`config.mk`:
```
export PLATFORM = sky130hd
export DESIGN_NAME = mw_xfer_datapath
export DESIGN_NICKNAME = d
export VERILOG_FILES = /design/src/rtl/mwx_pkg.sv /design/src/rtl/mwx_decode.sv /design/src/rtl/mwx_reg.sv /design/src/rtl/mwx_pc.sv /design/src/rtl/mw_xfer_datapath.sv
export SDC_FILE = /design/constraint.sdc
export NUM_CORES = 1
export LEC_CHECK = 0
export ABC_AREA = 1
export BUFFER_PORTS_ARGS = -buffer_cell sky130_fd_sc_hd__buf_2
export CAP_MARGIN = 0
export CORE_MARGIN = 1
export CORE_UTILIZATION = 49
export DETAILED_ROUTE_END_ITERATION = 16
export GPL_TIMING_DRIVEN = 1
export PLACE_DENSITY = 0.9
export SLEW_MARGIN = 15
export SYNTH_ARGS = -nofsm -noshare
export SYNTH_HDL_FRONTEND = slang
export SYNTH_SLANG_ARGS = --single-unit
export TNS_END_PERCENT = 50
```
`constraint.sdc`:
```
create_clock -name clk -period 1.5 [get_ports clk]
set_input_delay 0 -clock clk [delete_from_list [all_inputs] [get_ports clk]]
set_output_delay 0 -clock clk [all_outputs]
set_load 0.02 [all_outputs]
```
`src/rtl/mwx_pkg.sv`:
```
package mwx_pkg;

  localparam int unsigned UW_LSB   = 11;
  localparam int unsigned UW_MSB   = 19;
  localparam int unsigned UW_W     = UW_MSB - UW_LSB + 1;
  localparam int unsigned DEST_W   = 3;
  localparam int unsigned GPR_N    = 4;

  typedef enum logic [DEST_W-1:0] {
    DST_NONE = 3'd0,
    DST_GA   = 3'd1,
    DST_GB   = 3'd2,
    DST_GC   = 3'd3,
    DST_GD   = 3'd4,
    DST_STK  = 3'd5,
    DST_RSV6 = 3'd6,
    DST_RSV7 = 3'd7
  } dest_e;

  // Packed from the top microword bit down to bit 11, so a cast of the
  // nine-bit slice lines each field up with its microword position.
  typedef struct packed {
    dest_e dest;       // 19:17
    logic  pc_load;    // 16
    logic  pc_inc;     // 15
    logic  ir_load;    // 14
    logic  mar_load;   // 13
    logic  mdr_load;   // 12
    logic  mdr_from_z; // 11
  } xfer_ctl_t;

endpackage

```
`src/rtl/mwx_decode.sv`:
```
module mwx_decode
  import mwx_pkg::*;
#(
  parameter int unsigned NUM_GPR = GPR_N
) (
  input  logic [UW_MSB:UW_LSB] uword,
  output logic                 mdr_we,
  output logic                 mdr_sel_z,
  output logic                 mar_we,
  output logic                 ir_we,
  output logic                 pc_we,
  output logic                 pc_step,
  output logic [NUM_GPR-1:0]   gpr_we,
  output logic                 sp_we
);

  xfer_ctl_t ctl;

  always_comb begin
    ctl       = xfer_ctl_t'(uword);
    mdr_we    = ctl.mdr_load;
    mdr_sel_z = ctl.mdr_from_z;
    mar_we    = ctl.mar_load;
    ir_we     = ctl.ir_load;
    pc_we     = ctl.pc_load;
    pc_step   = ctl.pc_inc & ~ctl.pc_load;
    sp_we     = (ctl.dest == DST_STK);
  end

  for (genvar g = 0; g < NUM_GPR; g++) begin : g_dst
    localparam logic [DEST_W-1:0] CODE = DEST_W'(g + 1);
    assign gpr_we[g] = (ctl.dest == CODE);
  end

endmodule

```
`src/rtl/mwx_reg.sv`:
```
module mwx_reg #(
  parameter int unsigned W = 8
) (
  input  logic         clk,
  input  logic         rst,
  input  logic         we,
  input  logic [W-1:0] d,
  output logic [W-1:0] q
);

  always_ff @(posedge clk) begin
    if (rst)     q <= '0;
    else if (we) q <= d;
  end

endmodule

```
`src/rtl/mwx_pc.sv`:
```
module mwx_pc #(
  parameter int unsigned W = 16
) (
  input  logic         clk,
  input  logic         rst,
  input  logic         load,
  input  logic         step,
  input  logic [W-1:0] d,
  output logic [W-1:0] q
);

  localparam logic [W-1:0] ONE = W'(1);

  always_ff @(posedge clk) begin
    if (rst)       q <= '0;
    else if (load) q <= d;
    else if (step) q <= q + ONE;
  end

endmodule

```
`src/rtl/mw_xfer_datapath.sv`:
```
module mw_xfer_datapath
  import mwx_pkg::*;
#(
  parameter int unsigned DATA_W = 8,
  parameter int unsigned ADDR_W = 16
) (
  input  logic                      clk,
  input  logic                      rst,
  input  logic [UW_MSB:UW_LSB]      uword,
  input  logic [ADDR_W-1:0]         z_bus,
  input  logic [DATA_W-1:0]         dbus_in,
  output logic [DATA_W-1:0]         mdr_q,
  output logic [ADDR_W-1:0]         mar_q,
  output logic [DATA_W-1:0]         ir_q,
  output logic [ADDR_W-1:0]         pc_q,
  output logic [GPR_N*DATA_W-1:0]   gpr_q,
  output logic [ADDR_W-1:0]         sp_q,
  output logic [ADDR_W-1:0]         mem_addr,
  output logic [DATA_W-1:0]         mem_wdata
);

  logic              mdr_we, mdr_sel_z, mar_we, ir_we, pc_we, pc_step, sp_we;
  logic [GPR_N-1:0]  gpr_we;
  logic [DATA_W-1:0] z_lo;
  logic [DATA_W-1:0] mdr_d;

  assign z_lo  = z_bus[DATA_W-1:0];
  assign mdr_d = mdr_sel_z ? z_lo : dbus_in;

  mwx_decode #(.NUM_GPR(GPR_N)) u_dec (
    .uword     (uword),
    .mdr_we    (mdr_we),
    .mdr_sel_z (mdr_sel_z),
    .mar_we    (mar_we),
    .ir_we     (ir_we),
    .pc_we     (pc_we),
    .pc_step   (pc_step),
    .gpr_we    (gpr_we),
    .sp_we     (sp_we)
  );

  mwx_reg #(.W(DATA_W)) u_mdr (
    .clk(clk), .rst(rst), .we(mdr_we), .d(mdr_d), .q(mdr_q)
  );

  mwx_reg #(.W(ADDR_W)) u_mar (
    .clk(clk), .rst(rst), .we(mar_we), .d(z_bus), .q(mar_q)
  );

  mwx_reg #(.W(DATA_W)) u_ir (
    .clk(clk), .rst(rst), .we(ir_we), .d(dbus_in), .q(ir_q)
  );

  mwx_pc #(.W(ADDR_W)) u_pc (
    .clk(clk), .rst(rst), .load(pc_we), .step(pc_step), .d(z_bus), .q(pc_q)
  );

  for (genvar g = 0; g < GPR_N; g++) begin : g_gpr
    mwx_reg #(.W(DATA_W)) u_gpr (
      .clk (clk),
      .rst (rst),
      .we  (gpr_we[g]),
      .d   (z_lo),
      .q   (gpr_q[g*DATA_W +: DATA_W])
    );
  end

  mwx_reg #(.W(ADDR_W)) u_sp (
    .clk(clk), .rst(rst), .we(sp_we), .d(z_bus), .q(sp_q)
  );

  assign mem_addr  = mar_q;
  assign mem_wdata = mdr_q;

endmodule

```
* Word-level counts from Yosys, hierarchy flattened
Index checks and enable logic that the tools add are counted.
Widths: inputs -> output; s select.
** Storage, ports and cells
- Bits of input ports :: 35
- Logic and storage cells :: 21
- Output and inout bits :: 120
- Flip-flop bits (word level) :: 96
** Operators by class
- Eq/ne operators :: 5
- $add $sub $neg :: 1
- Reduce and logical (&&, ||, !) cells :: 1
- Bitwise gates (word level) :: 2
- Multiplexer cells :: 3
** Operator list (count)
- $mux 16 :: 2
- $add 16x1->16 const B :: 1
- $mux 8 :: 1
- $eq 3x2->1 const B :: 2
- $eq 3x3->1 const B :: 2
- $eq 3x1->1 const B :: 1
- $reduce_bool 2->1 :: 1
- $and 1x1->1 :: 1
- $not 1->1 :: 1

* Longest topological paths before layout
Gate-level depths: netlist (run 1).
- Word-level depth :: 4
- Gate-level depth with buffers :: 8
- Mapped depth without buffers :: 8

* By module
From an unflattened synthesis (run 1), not the netlist that was laid out.
** Unflattened totals
- Cell total of the unflattened synthesis :: 724
- Area total of the unflattened synthesis :: 4775.8 µm²
** Modules (own cells, without submodules)
- mwx_reg (g_gpr[0].u_gpr ...) :: area each 341.6 µm², sequential area each 160.2 µm², instances 6, cells each 51
- mwx_reg (u_mar ...) :: area each 670.6 µm², sequential area each 320.3 µm², instances 2, cells each 101
- mwx_pc :: area each 1011.0 µm², sequential area each 320.3 µm², instances 1, cells each 148
- mw_xfer_datapath :: area each 285.3 µm², sequential area each 0.0 µm², instances 1, cells each 50
- mwx_decode :: area each 88.8 µm², sequential area each 0.0 µm², instances 1, cells each 18

* Least setup slack after synthesis (run 1)
OpenSTA, ideal clock, no wires.
- Path kind :: register to register
- Start point :: reg u_pc.q[0]
- End point :: reg u_pc.q[10]
- Data required time :: 1368 ps
- Library setup time :: 132 ps
- Period minus slack after synthesis :: 1367 ps
- Path slack :: 133 ps
- Arrival :: 1235 ps
- Cell stages (with the launch flop) :: 9
- Buffers on the path :: 0
- Cells stage by stage :: dfxtp_1 ha_1 nand3_1 inv_1 nand2_1 nor2_1 nand2_1 nand3_1 a21oi_1
** On the way
- Word-level cells in the longest chain between the ends :: 3
** Ends and longest elaborated chain
- start, declared :: RTL line mwx_pc.sv:9 : output logic [W-1:0] q
- start signal, assigned :: RTL line mwx_pc.sv:17 : else if (step) q <= q + ONE;
- $add 16x1->16 :: RTL line mwx_pc.sv:17
- $mux 16 :: RTL line mwx_pc.sv:17
- $mux 16 :: RTL line mwx_pc.sv:16 : else if (load) q <= d;
Every way passes these cells. The select of a mux whose other input is x is not followed.
A chain may end at the register's enable or synchronous reset.

* Final worst setup path (run 1)
- Start point :: reg u_pc.q[0]
- End point :: reg u_pc.q[14]
The elaborated chain is that of the path after synthesis.

==> results of run 1 <==
==> routing by layer <==
metal	share of wire, %	vias up	wire, um
li1	-	2021	-
met1	43	1902	4980
met2	48	204	5600
met3	7.7	24	896
met4	1.8	0	205
met5	0	-	0
==> sequential cells by signal, indices dropped and copies added (netlist names) <==
signal and flops:
u_ir.q 8, u_mar.q 16, u_sp.q 16, u_pc.q 16
g_gpr.u_gpr.q 32, u_mdr.q 8
==> final timing paths <==
path | slack [ns] | end | cells past startpoint | from
worst max-delay path | 0.09 | u_pc.q[14]$_SDFFE_PP0P_ | 7 | u_pc.q[0]$_SDFFE_PP0P_
worst min-delay path | 0.03 | u_ir.q[3]$_SDFFE_PP0P_ | 3 | uword[14]
worst max register to register | 0.09 | u_pc.q[14]$_SDFFE_PP0P_ | 7 | u_pc.q[0]$_SDFFE_PP0P_
worst min register to register | 0.44 | u_sp.q[3]$_SDFFE_PP0N_ | 2 | u_sp.q[3]$_SDFFE_PP0N_
==> cells in the final DEF (no fill, tap or decap) <==
| cell type | instances |
|---|---|
| buf_2 | 154 |
| nand4_1 | 2 |
| dfxtp_2 | 1 |
| nor3_1 | 1 |
| clkbuf_8 | 9 |
| dlygate4sd3_1 | 22 |
| o21bai_1 | 2 |
| inv_1 | 56 |
| a21oi_1 | 43 |
| o211ai_1 | 9 |
| inv_6 | 1 |
| o221ai_1 | 1 |
| nor2_1 | 102 |
| dfxtp_1 | 94 |
| dfxtp_4 | 1 |
| o21ai_0 | 77 |
| nand2_1 | 52 |
| nor3_4 | 3 |
| ha_1 | 1 |
| a22oi_1 | 11 |
| xor2_1 | 3 |
| clkinvlp_4 | 2 |
| nand3_1 | 26 |
| bufinv_16 | 1 |
| inv_2 | 5 |
| clkinv_2 | 1 |
| o21ai_1 | 1 |
| buf_4 | 4 |
| clkinv_1 | 1 |
| a31oi_1 | 1 |
| xnor2_1 | 1 |
==> worst max-delay path: stages, from the launching register on <==
cell and delay, ns:
dfxtp_4 0.38, ha_1 0.20, nand3_1 0.15, nor2_1 0.24, nand3_1 0.11, nand2_1 0.07
nand3_1 0.06, a21oi_1 0.13
==> per-stage QoR <==
step	TNS [ns]	power, mW
6_report	0	5.41
5_1_grt	-0.00636	5.65
4_1_cts	0	5.42
3_5_place_dp	0	3.77
3_3_place_gp	0	3.75
2_1_floorplan	0	3.47
==> timing repair <==
| item | 4_1_cts | 5_1_grt |
|---|---|---|
| gates resized for setup | 0 | 3 |
| hold buffers | 22 | 0 |
| setup endpoints to repair | 0 | 4 |
| endpoints found under the hold margin | 31 | 0 |
==> logic make-up after synthesis <==
| family | synth area share, % |
|---|---|
| and+or+nand+nor | 19.1 |
| AOI/OAI and AO/OA | 19.4 |
| buffers and inverters | 13.0 |
| DFF | 47.4 |
| xor gates and xnor gates | 0.864 |
| adders and majority gates | 0.308 |
==> layout make-up <==
cell class / instances / area [um^2]
clock inverters: 5 / 58.8
fillers: 682 / 2750
well taps: 102 / 128
flip-flops and latches: 96 / 1930
repair buffers: 180 / 1020
inverters: 62 / 233
multi-input cells: 336 / 1610
clock buffers: 9 / 124
==> power groups by stage <==
stage                     clock, mW  combinational [mW]  sequential [mW]
after floorplan                   0               0.430             3.04
after global placement            0               0.889             2.86
after detailed placement          0               0.909             2.86
after CTS                      1.66               0.958             2.81
after global routing           1.76                1.05             2.83
final                          1.63               0.970             2.81
==> flow_summary.toml, run 1 <==
[synthesis]
syn_avg_cell_area_um2 = 7.44
syn_area_um2 = 4060
yosys-top-cells-count = "102 x nor2_1, 96 x dfxtp_1, 77 x o21ai_0"
synth_area_leaders = "dfxtp_1 47%, o21ai_0 9.5%, nor2_1 9.4%, a21oi_1 5.3%, inv_1 5.3%"
syn_nets = 581
yosysTopAreaCellShare_pct = 47.4
synthCells = 545
synth_top_flop_cell = "dfxtp_1"
synth_edf_count = 0
yosysMostFrequentCell = "nor2_1"
async_reset_ff_share_pct = 0
yosys.cell_types.count = 25
synth_top_cell_by_area = "dfxtp_1"
yosysSeqAreaShare_pct = 47.4
yosys_register_bits = 96
yosysWarningCount = 0

[clock_network]
cts_sinks = 96
postCtsSetupBuffers = 0
clockBufferDepth = 2
cts_made_buffers = 9
clk_latency_ns = 0.34
cts_root_buf = "clkbuf_8"
cts_tree = "done"
clkTransAtPathRegs_ns = 0.09
htree_levels = 3

[run]
maxCapViolations = 0

[timing]
slew_violations = 0
setup_violations = 0
slew-limit-headroom_pct = 67.4
fin_hold_ws_ns = 0.0302
setup_ws_ns = 0.0923
worst_slew_pin_slew_ns = 0.489
clock_skew_ns = 0.00365
fmax_ghz = 0.710
hold_viol_final = 0
fin_crit_sh_pct = 93.8
finalCriticalPeriod_ns = 1.41

[outcome]
status = "complete, no violations"

[power_and_ir_drop]
power_per_cell_area_nw_per_um2 = 1060
seq_power_share_pct = 52.0
pwr-share-comb_pct = 17.9
peakVddDrop_mv = 0.687
pwr-share-clk_pct = 30.1
internal_power_mw = 3.78
sw_frac_of_total_pct = 30.0
p_leak_nw = 2.54
p_sw_mw = 1.62

[global_route]
grt_usage_pct = 27.1
grt_busiest_layer = "met2"
grt_pass1_vias = 3734
grt_overflow = 0
met1_usage_pct = 34.3
globalRouteMet2Util_pct = 46.6
grt_pass1_wl_um = 18300
antenna_found_initial = 0
met3_usage_pct = 5.37
grt_max_degree = 47

[final_layout]
fin_cells = 790
fin_area_um2 = 5100
fin_util_pct = 65.0
syn_to_final_growth_pct = 25.7
antenna_cells = 0
fin_nets = 721
layout-drive-gt1-share_pct = 26.5

[placement]
dp_cells = 754
place.gp.congestion = 0.898
place_area_um2 = 4690
io_buffers = 154
hpwl_um = 7640
pre_cts_slack_ns = 0.107

[die]
die_h_um = 93.0
row_count = 32
die-area_um2 = 8640
fp.dieW_um = 93.0
initial_core_util_pct = 51.7
io_pins = 155
core_region_area_um2 = 7850

[detailed_routing]
avgRoutedWirePerCell_um = 14.8
viasPerCell = 5.25
drtPass1Iterations = 5
drt_first_iter_violations = 230
routed_wl_um = 11700
vias = 4151
drc = 0
final_antenna_net_count = 0

[setup_path]
critical_path_required_ns = 1.78
arrival_ns = 1.68
path_class = "reg -> reg"
cp_max_fo = 6
cp-start-kind = "flip-flop"
critPathCaptureType = "flip-flop"

[worst_hold_path]
hold_class = "in -> reg"
No activity file was read; power rests on OpenSTA's default activity.
==> run 2, diff against run 1 <==
- ABC_AREA: 1 -> not set
- ABC_CLOCK_PERIOD_IN_PS: not set -> 1500
- SETUP_SLACK_MARGIN: not set -> 0.4
==> run 2 against run 1 <==
Clock skew is 0.0078 ns higher; via count is 14% lower; critical endpoint unchanged; flip-flop and latch count stayed put; wire length is 4.0% lower; combinational power is 0.8% lower; the run now ends with hold timing, setup timing left; largest cell class unchanged; count of clock-buffer cells in the layout is 2 higher; critical path type unchanged; global-route usage down 0.75 points.
==> flow_summary.toml, run 2 <==
[final_layout]
fin_nets = 627
fin_cells = 698
layout-drive-gt1-share_pct = 36.4
mostFrequentLayoutCells = "154 x buf_2, 84 x dfxtp_1, 73 x nor2_1, 66 x mux2i_1, 39 x nand2_1"
largest_reg_flops = 32
antenna_cells = 0
fin_util_pct = 68.2
fin_area_um2 = 5330
syn_to_final_growth_pct = 33.9
largest-register = "g_gpr.u_gpr.q"
mostFrequentLayoutCell = "buf_2"

[setup_path]
crit_chain = "ha_4 > nand2_4 > or4_4 > o21a_1 > o31a_1"
cp_max_fo = 2
critical_path_required_ns = 1.74
arrival_ns = 1.83
reg2reg_depth = 5
cp-start-kind = "flip-flop"
crit_slowest_cell = "or4_4"
critPathCaptureType = "flip-flop"
crit_end = "u_pc.q[14]$_SDFFE_PP0P_"
slowest_delay_ns = 0.49
r2r-end = "u_pc.q[14]$_SDFFE_PP0P_"
path_class = "reg -> reg"
startpoint = "u_pc.q[0]$_SDFFE_PP0P_"
r2r_slack_ns = -0.08
rr_startpoint = "u_pc.q[0]$_SDFFE_PP0P_"

[placement]
dp_cells = 657
io_buffers = 154
hpwl_um = 7720
place.gp.congestion = 0.953
place_area_um2 = 4820

[clock_network]
cts_made_buffers = 9
cts_root_buf = "clkbuf_8"
cts_tree = "done"
clockBufferDepth = 2
hold_buffers = 24
cts_sinks = 96
clk_latency_ns = 0.36
clkTransAtPathRegs_ns = 0.09
htree_levels = 3

[global_route]
grt_pass1_wl_um = 17300
grt_overflow = 0
grt_max_degree = 50
grt_pass1_vias = 3541
grt_usage_pct = 26.4
antenna_found_initial = 0

[die]
io_pins = 155
initial_core_util_pct = 50.9
row_count = 32
core_region_area_um2 = 7810
die_h_um = 92.1
fp.dieW_um = 92.1
die-area_um2 = 8480

[outcome]
violations = "hold timing, setup timing"
status = "complete, but fails checks"

[detailed_routing]
drc = 0
final_antenna_net_count = 0
drt_first_iter_violations = 109
routed_wl_um = 11200
vias = 3588
viasPerCell = 5.14
avgRoutedWirePerCell_um = 16.1
drtPass1Iterations = 4

[synthesis]
yosys.cell_types.count = 29
yosysWarningCount = 0
yosysMostFrequentCell = "dfxtp_1"
syn_avg_cell_area_um2 = 9.08
yosys-top-cells-count = "96 x dfxtp_1, 73 x nor2_1, 66 x mux2i_1"
yosysSeqAreaShare_pct = 48.3
synthCells = 438
synth_edf_count = 0
synth_area_leaders = "dfxtp_1 48%, mux2i_1 17%, nor2_1 6.9%, buf_4 4.5%, a21oi_1 3.8%"
synth_top_cell_by_area = "dfxtp_1"
async_reset_ff_share_pct = 0
synth_top_flop_cell = "dfxtp_1"
syn_nets = 474
syn_area_um2 = 3980
yosysTopAreaCellShare_pct = 48.3
yosys_register_bits = 96

[timing]
hold_viol_final = 1
clock_skew_ns = 0.0114
worst_slew_pin_slew_ns = 0.521
setup_ws_ns = -0.0830
finalCriticalPeriod_ns = 1.58
slew_violations = 0
rsz0062_at_grt = "true"
fin_hold_ws_ns = -0.00842
setup_violations = 4
fin_crit_sh_pct = 106
fmax_ghz = 0.632
slew-limit-headroom_pct = 65.3

[power_and_ir_drop]
p_leak_nw = 2.65
peakVddDrop_mv = 0.662
power_per_cell_area_nw_per_um2 = 988

[worst_hold_path]
hold_class = "in -> reg"

[run]
maxCapViolations = 0
==> run 2: cell types whose count changed after synthesis, moves of 10 or more <==
cell | before | now
clkbuf_1 | 18 | 28
inv_1 | 57 | 11
nand2_1 | 52 | 40
mux2i_1 | 0 | 66
o21ai_0 | 77 | 1
a21oi_1 | 43 | 30
nor2_1 | 102 | 73
nand3_1 | 26 | 5
a22oi_1 | 11 | 0
==> run 2: power breakdown <==
part	switching [mW]	internal [mW]
combinational	0.586	0.377
sequential	0.0944	2.67
clock	0.885	0.647
==> run 2: worst min-delay path by stage <==
stage,startpoint,endpoint,slack [ns],cells after the start
2_1_floorplan,z_bus[10],u_sp.q[10]$_SDFFE_PP0N_,0.14,2
3_3_place_gp,dbus_in[7],u_ir.q[7]$_SDFFE_PP0P_,0.26,3
3_5_place_dp,z_bus[10],u_sp.q[10]$_SDFFE_PP0N_,0.27,3
4_1_cts,uword[16],u_pc.q[15]$_SDFFE_PP0P_,-0.02,3
5_1_grt,uword[16],u_pc.q[15]$_SDFFE_PP0P_,-0.02,3
6_report,uword[16],u_pc.q[15]$_SDFFE_PP0P_,-0.008,3
==> run 2: per-layer routing <==
metal | GRT usage (%) | share of wire [%]
met2 | 47.6 | 51
met1 | 28.8 | 39
met3 | 6.72 | 7.9
met4 | 12.0 | 2.2
met5 | 0 | 0
==> run 2: final cells by class <==
class | instances | area, um^2
Fill cell | 612 | 2480
Inverter | 11 | 41.3
Timing Repair Buffer | 201 | 1210
Tap cell | 102 | 128
Multi-Input combinational cell | 272 | 1810
Sequential cell | 96 | 1960
Clock inverter | 5 | 32.5
Clock buffer | 11 | 141
==> run 2: per-stage QoR <==
| stage | worst slack, ns | TNS [ns] | power, mW | hold slack (ns) |
|---|---|---|---|---|
| 2_1_floorplan | -0.112 | -0.112 | 3.42 | 0.136 |
| 3_3_place_gp | -0.0307 | -0.0474 | 3.68 | 0.256 |
| 3_5_place_dp | -0.102 | -0.263 | 3.72 | 0.270 |
| 4_1_cts | -0.0821 | -0.0929 | 5.28 | -0.0189 |
| 5_1_grt | -0.123 | -0.396 | 5.46 | -0.0204 |
| 6_report | -0.0830 | -0.163 | 5.26 | -0.00842 |
==> run 2: critical path: cells and delay by family, from the launching register on <==
kind            cells  cell delay, ns
simple gates        2            0.54
compound gates      2            0.42
flops               1            0.37
fa+ha+maj           1            0.14
==> run 2: cells by family (layout without fill, tap and decap cells) <==
group / Yosys count / after routing / share of synthesized area [%]
simple gates: 142 / 142 / 15.4
flops: 96 / 96 / 48.3
buf+inv: 70 / 228 / 8.96
mux: 66 / 66 / 16.6
compound gates: 51 / 51 / 7.71
xor+xnor: 12 / 12 / 2.64
fa+ha+maj: 1 / 1 / 0.315
==> run 2: what timing repair did <==
action,CTS,global route
endpoints found under the hold margin,39,1
pin swaps,3,8
endpoints found under the setup margin,12,14
gates resized for setup,9,6
buffers inserted,1,0
==> run 3, diff against run 2 <==
- BUFFER_PORTS_ARGS: -buffer_cell sky130_fd_sc_hd__buf_2 -> not set
- CORE_UTILIZATION: 49 -> 51
- DONT_BUFFER_PORTS: not set -> 1
- PLACE_DENSITY: 0.9 -> 0.76
- SKIP_LAST_GASP: not set -> 1
==> run 3 against run 2 <==
The run still ends with hold timing, setup timing left; sequential power increased by 2%; total power decreased by 4.6%; die area is 3.8% lower; via count shrank 17%; design area fell by 13%; flip-flop and latch count unchanged; first-iteration DRC count down 38%; final cell count down 21%.
==> flow_summary.toml, run 3 (synthesized netlist as in run 2, its figures left out) <==
[outcome]
status = "complete, but fails checks"
violations = "hold timing, setup timing"

[setup_path]
crit_chain = "ha_4 > nand2_2 > or4_4 > o21a_1 > o31a_1"
critical_path_required_ns = 1.75
arrival_ns = 1.80
r2r_slack_ns = -0.05
slowest_delay_ns = 0.48
path_class = "reg -> reg"
cp-start-kind = "flip-flop"
crit_slowest_cell = "or4_4"
critPathCaptureType = "flip-flop"
cp_max_fo = 2

[power_and_ir_drop]
p_leak_nw = 1.97
power_per_cell_area_nw_per_um2 = 1090
peakVddDrop_mv = 0.742

[global_route]
grt_usage_pct = 24.1
grt_pass1_vias = 2925
grt_max_degree = 99
antenna_found_initial = 0
grt_overflow = 0
grt_pass1_wl_um = 15200

[timing]
fin_hold_ws_ns = -0.287
slew-limit-headroom_pct = 53.9
finalCriticalPeriod_ns = 1.55
fmax_ghz = 0.646
fin_crit_sh_pct = 103
clock_skew_ns = 0.00136
setup_ws_ns = -0.0470
worst_slew_pin_slew_ns = 0.689
rsz0062_at_grt = "true"
hold_viol_final = 87
setup_violations = 1
slew_violations = 0
fin_setup_tns_ns = -0.0470

[detailed_routing]
final_antenna_net_count = 0
avgRoutedWirePerCell_um = 18.1
drc = 0
routed_wl_um = 10000
drt_first_iter_violations = 68
vias = 2979
viasPerCell = 5.38
drtPass1Iterations = 4

[final_layout]
fin_util_pct = 62.2
antenna_cells = 0
mostFrequentLayoutCells = "84 x dfxtp_1, 73 x nor2_1, 66 x mux2i_1, 44 x buf_4, 39 x nand2_1"
syn_to_final_growth_pct = 15.9
nFillCells = 645
multiInputGateArea_um2 = 1800
largest_reg_flops = 32
layout-drive-gt1-share_pct = 19.3
fin_area_um2 = 4610
largest-register = "g_gpr.u_gpr.q"
fin_nets = 486
mostFrequentLayoutCell = "dfxtp_1"
regArea_um2 = 1960

[die]
core_region_area_um2 = 7410
io_pins = 155
die_h_um = 90.3
initial_core_util_pct = 53.7
die-area_um2 = 8160
row_count = 31
fp.dieW_um = 90.3

[placement]
place.gp.congestion = 0.826
io_buffers = 0
hpwl_um = 6660
pre_cts_slack_ns = -0.0784
place_area_um2 = 4220

[clock_network]
cts_root_buf = "clkbuf_8"
htree_levels = 3
clk_latency_ns = 0.35
cts_sinks = 96
postCtsSetupBuffers = 0
clockBufferDepth = 2
clkTransAtPathRegs_ns = 0.10
cts_made_buffers = 9
cts_tree = "done"

[run]
maxCapViolations = 0

[worst_hold_path]
hold_class = "in -> reg"
## run 3: critical path, delay by kind of cell, from the launching register on
kind,cells,cell delay [ns]
flops,1,0.37
fa+ha+maj,1,0.13
simple gates,2,0.54
compound gates,2,0.40
## run 3: repair_timing
action,in CTS,in global routing
gates resized for setup,3,10
pin swaps,0,2
endpoints found under the setup margin,11,13
hold endpoints to repair,96,96
## run 3: final timing paths
| check | start | end | cells past startpoint |
|---|---|---|---|
| max | u_pc.q[0]$_SDFFE_PP0P_ | u_pc.q[14]$_SDFFE_PP0P_ | 5 |
| min reg2reg | u_mdr.q[3]$_SDFFE_PP0P_ | u_mdr.q[3]$_SDFFE_PP0P_ | 2 |
| min | rst | u_sp.q[12]$_SDFFE_PP0N_ | 1 |
| max reg2reg | u_pc.q[0]$_SDFFE_PP0P_ | u_pc.q[14]$_SDFFE_PP0P_ | 5 |
## run 3: cell type report
cell class                      instances  area share (%)
Multi-Input combinational cell        272            39.1
Timing Repair Buffer                   60            10.9
Sequential cell                        96            42.5
Inverter                               11           0.896
Clock inverter                          7            1.14
Clock buffer                            9            2.69
Tap cell                               99            2.69
## run 3: metrics by stage
stage / total power [mW] / std cells / hold slack [ns]
3_3_place_gp: 3.43 / 525 / 0.0677
2_1_floorplan: 3.42 / 438 / 0.136
6_report: 5.02 / 554 / -0.287
5_1_grt: 5.23 / 554 / -0.322
4_1_cts: 5.00 / 541 / -0.318
3_5_place_dp: 3.46 / 525 / 0.0699
## run 3: per-layer routing
metal / GRT usage, % / part of all wire, %
met2: 40.5 / 49
met3: 8.33 / 8.4
met5: 0 / 0
met4: 8.20 / 1.2
met1: 28.5 / 42
## run 3: where the power goes
part	switching [mW]	internal [mW]	total, mW
Sequential	0.152	2.67	2.82
Combinational	0.361	0.278	0.640
Clock	0.936	0.619	1.56
Total	1.45	3.57	5.02
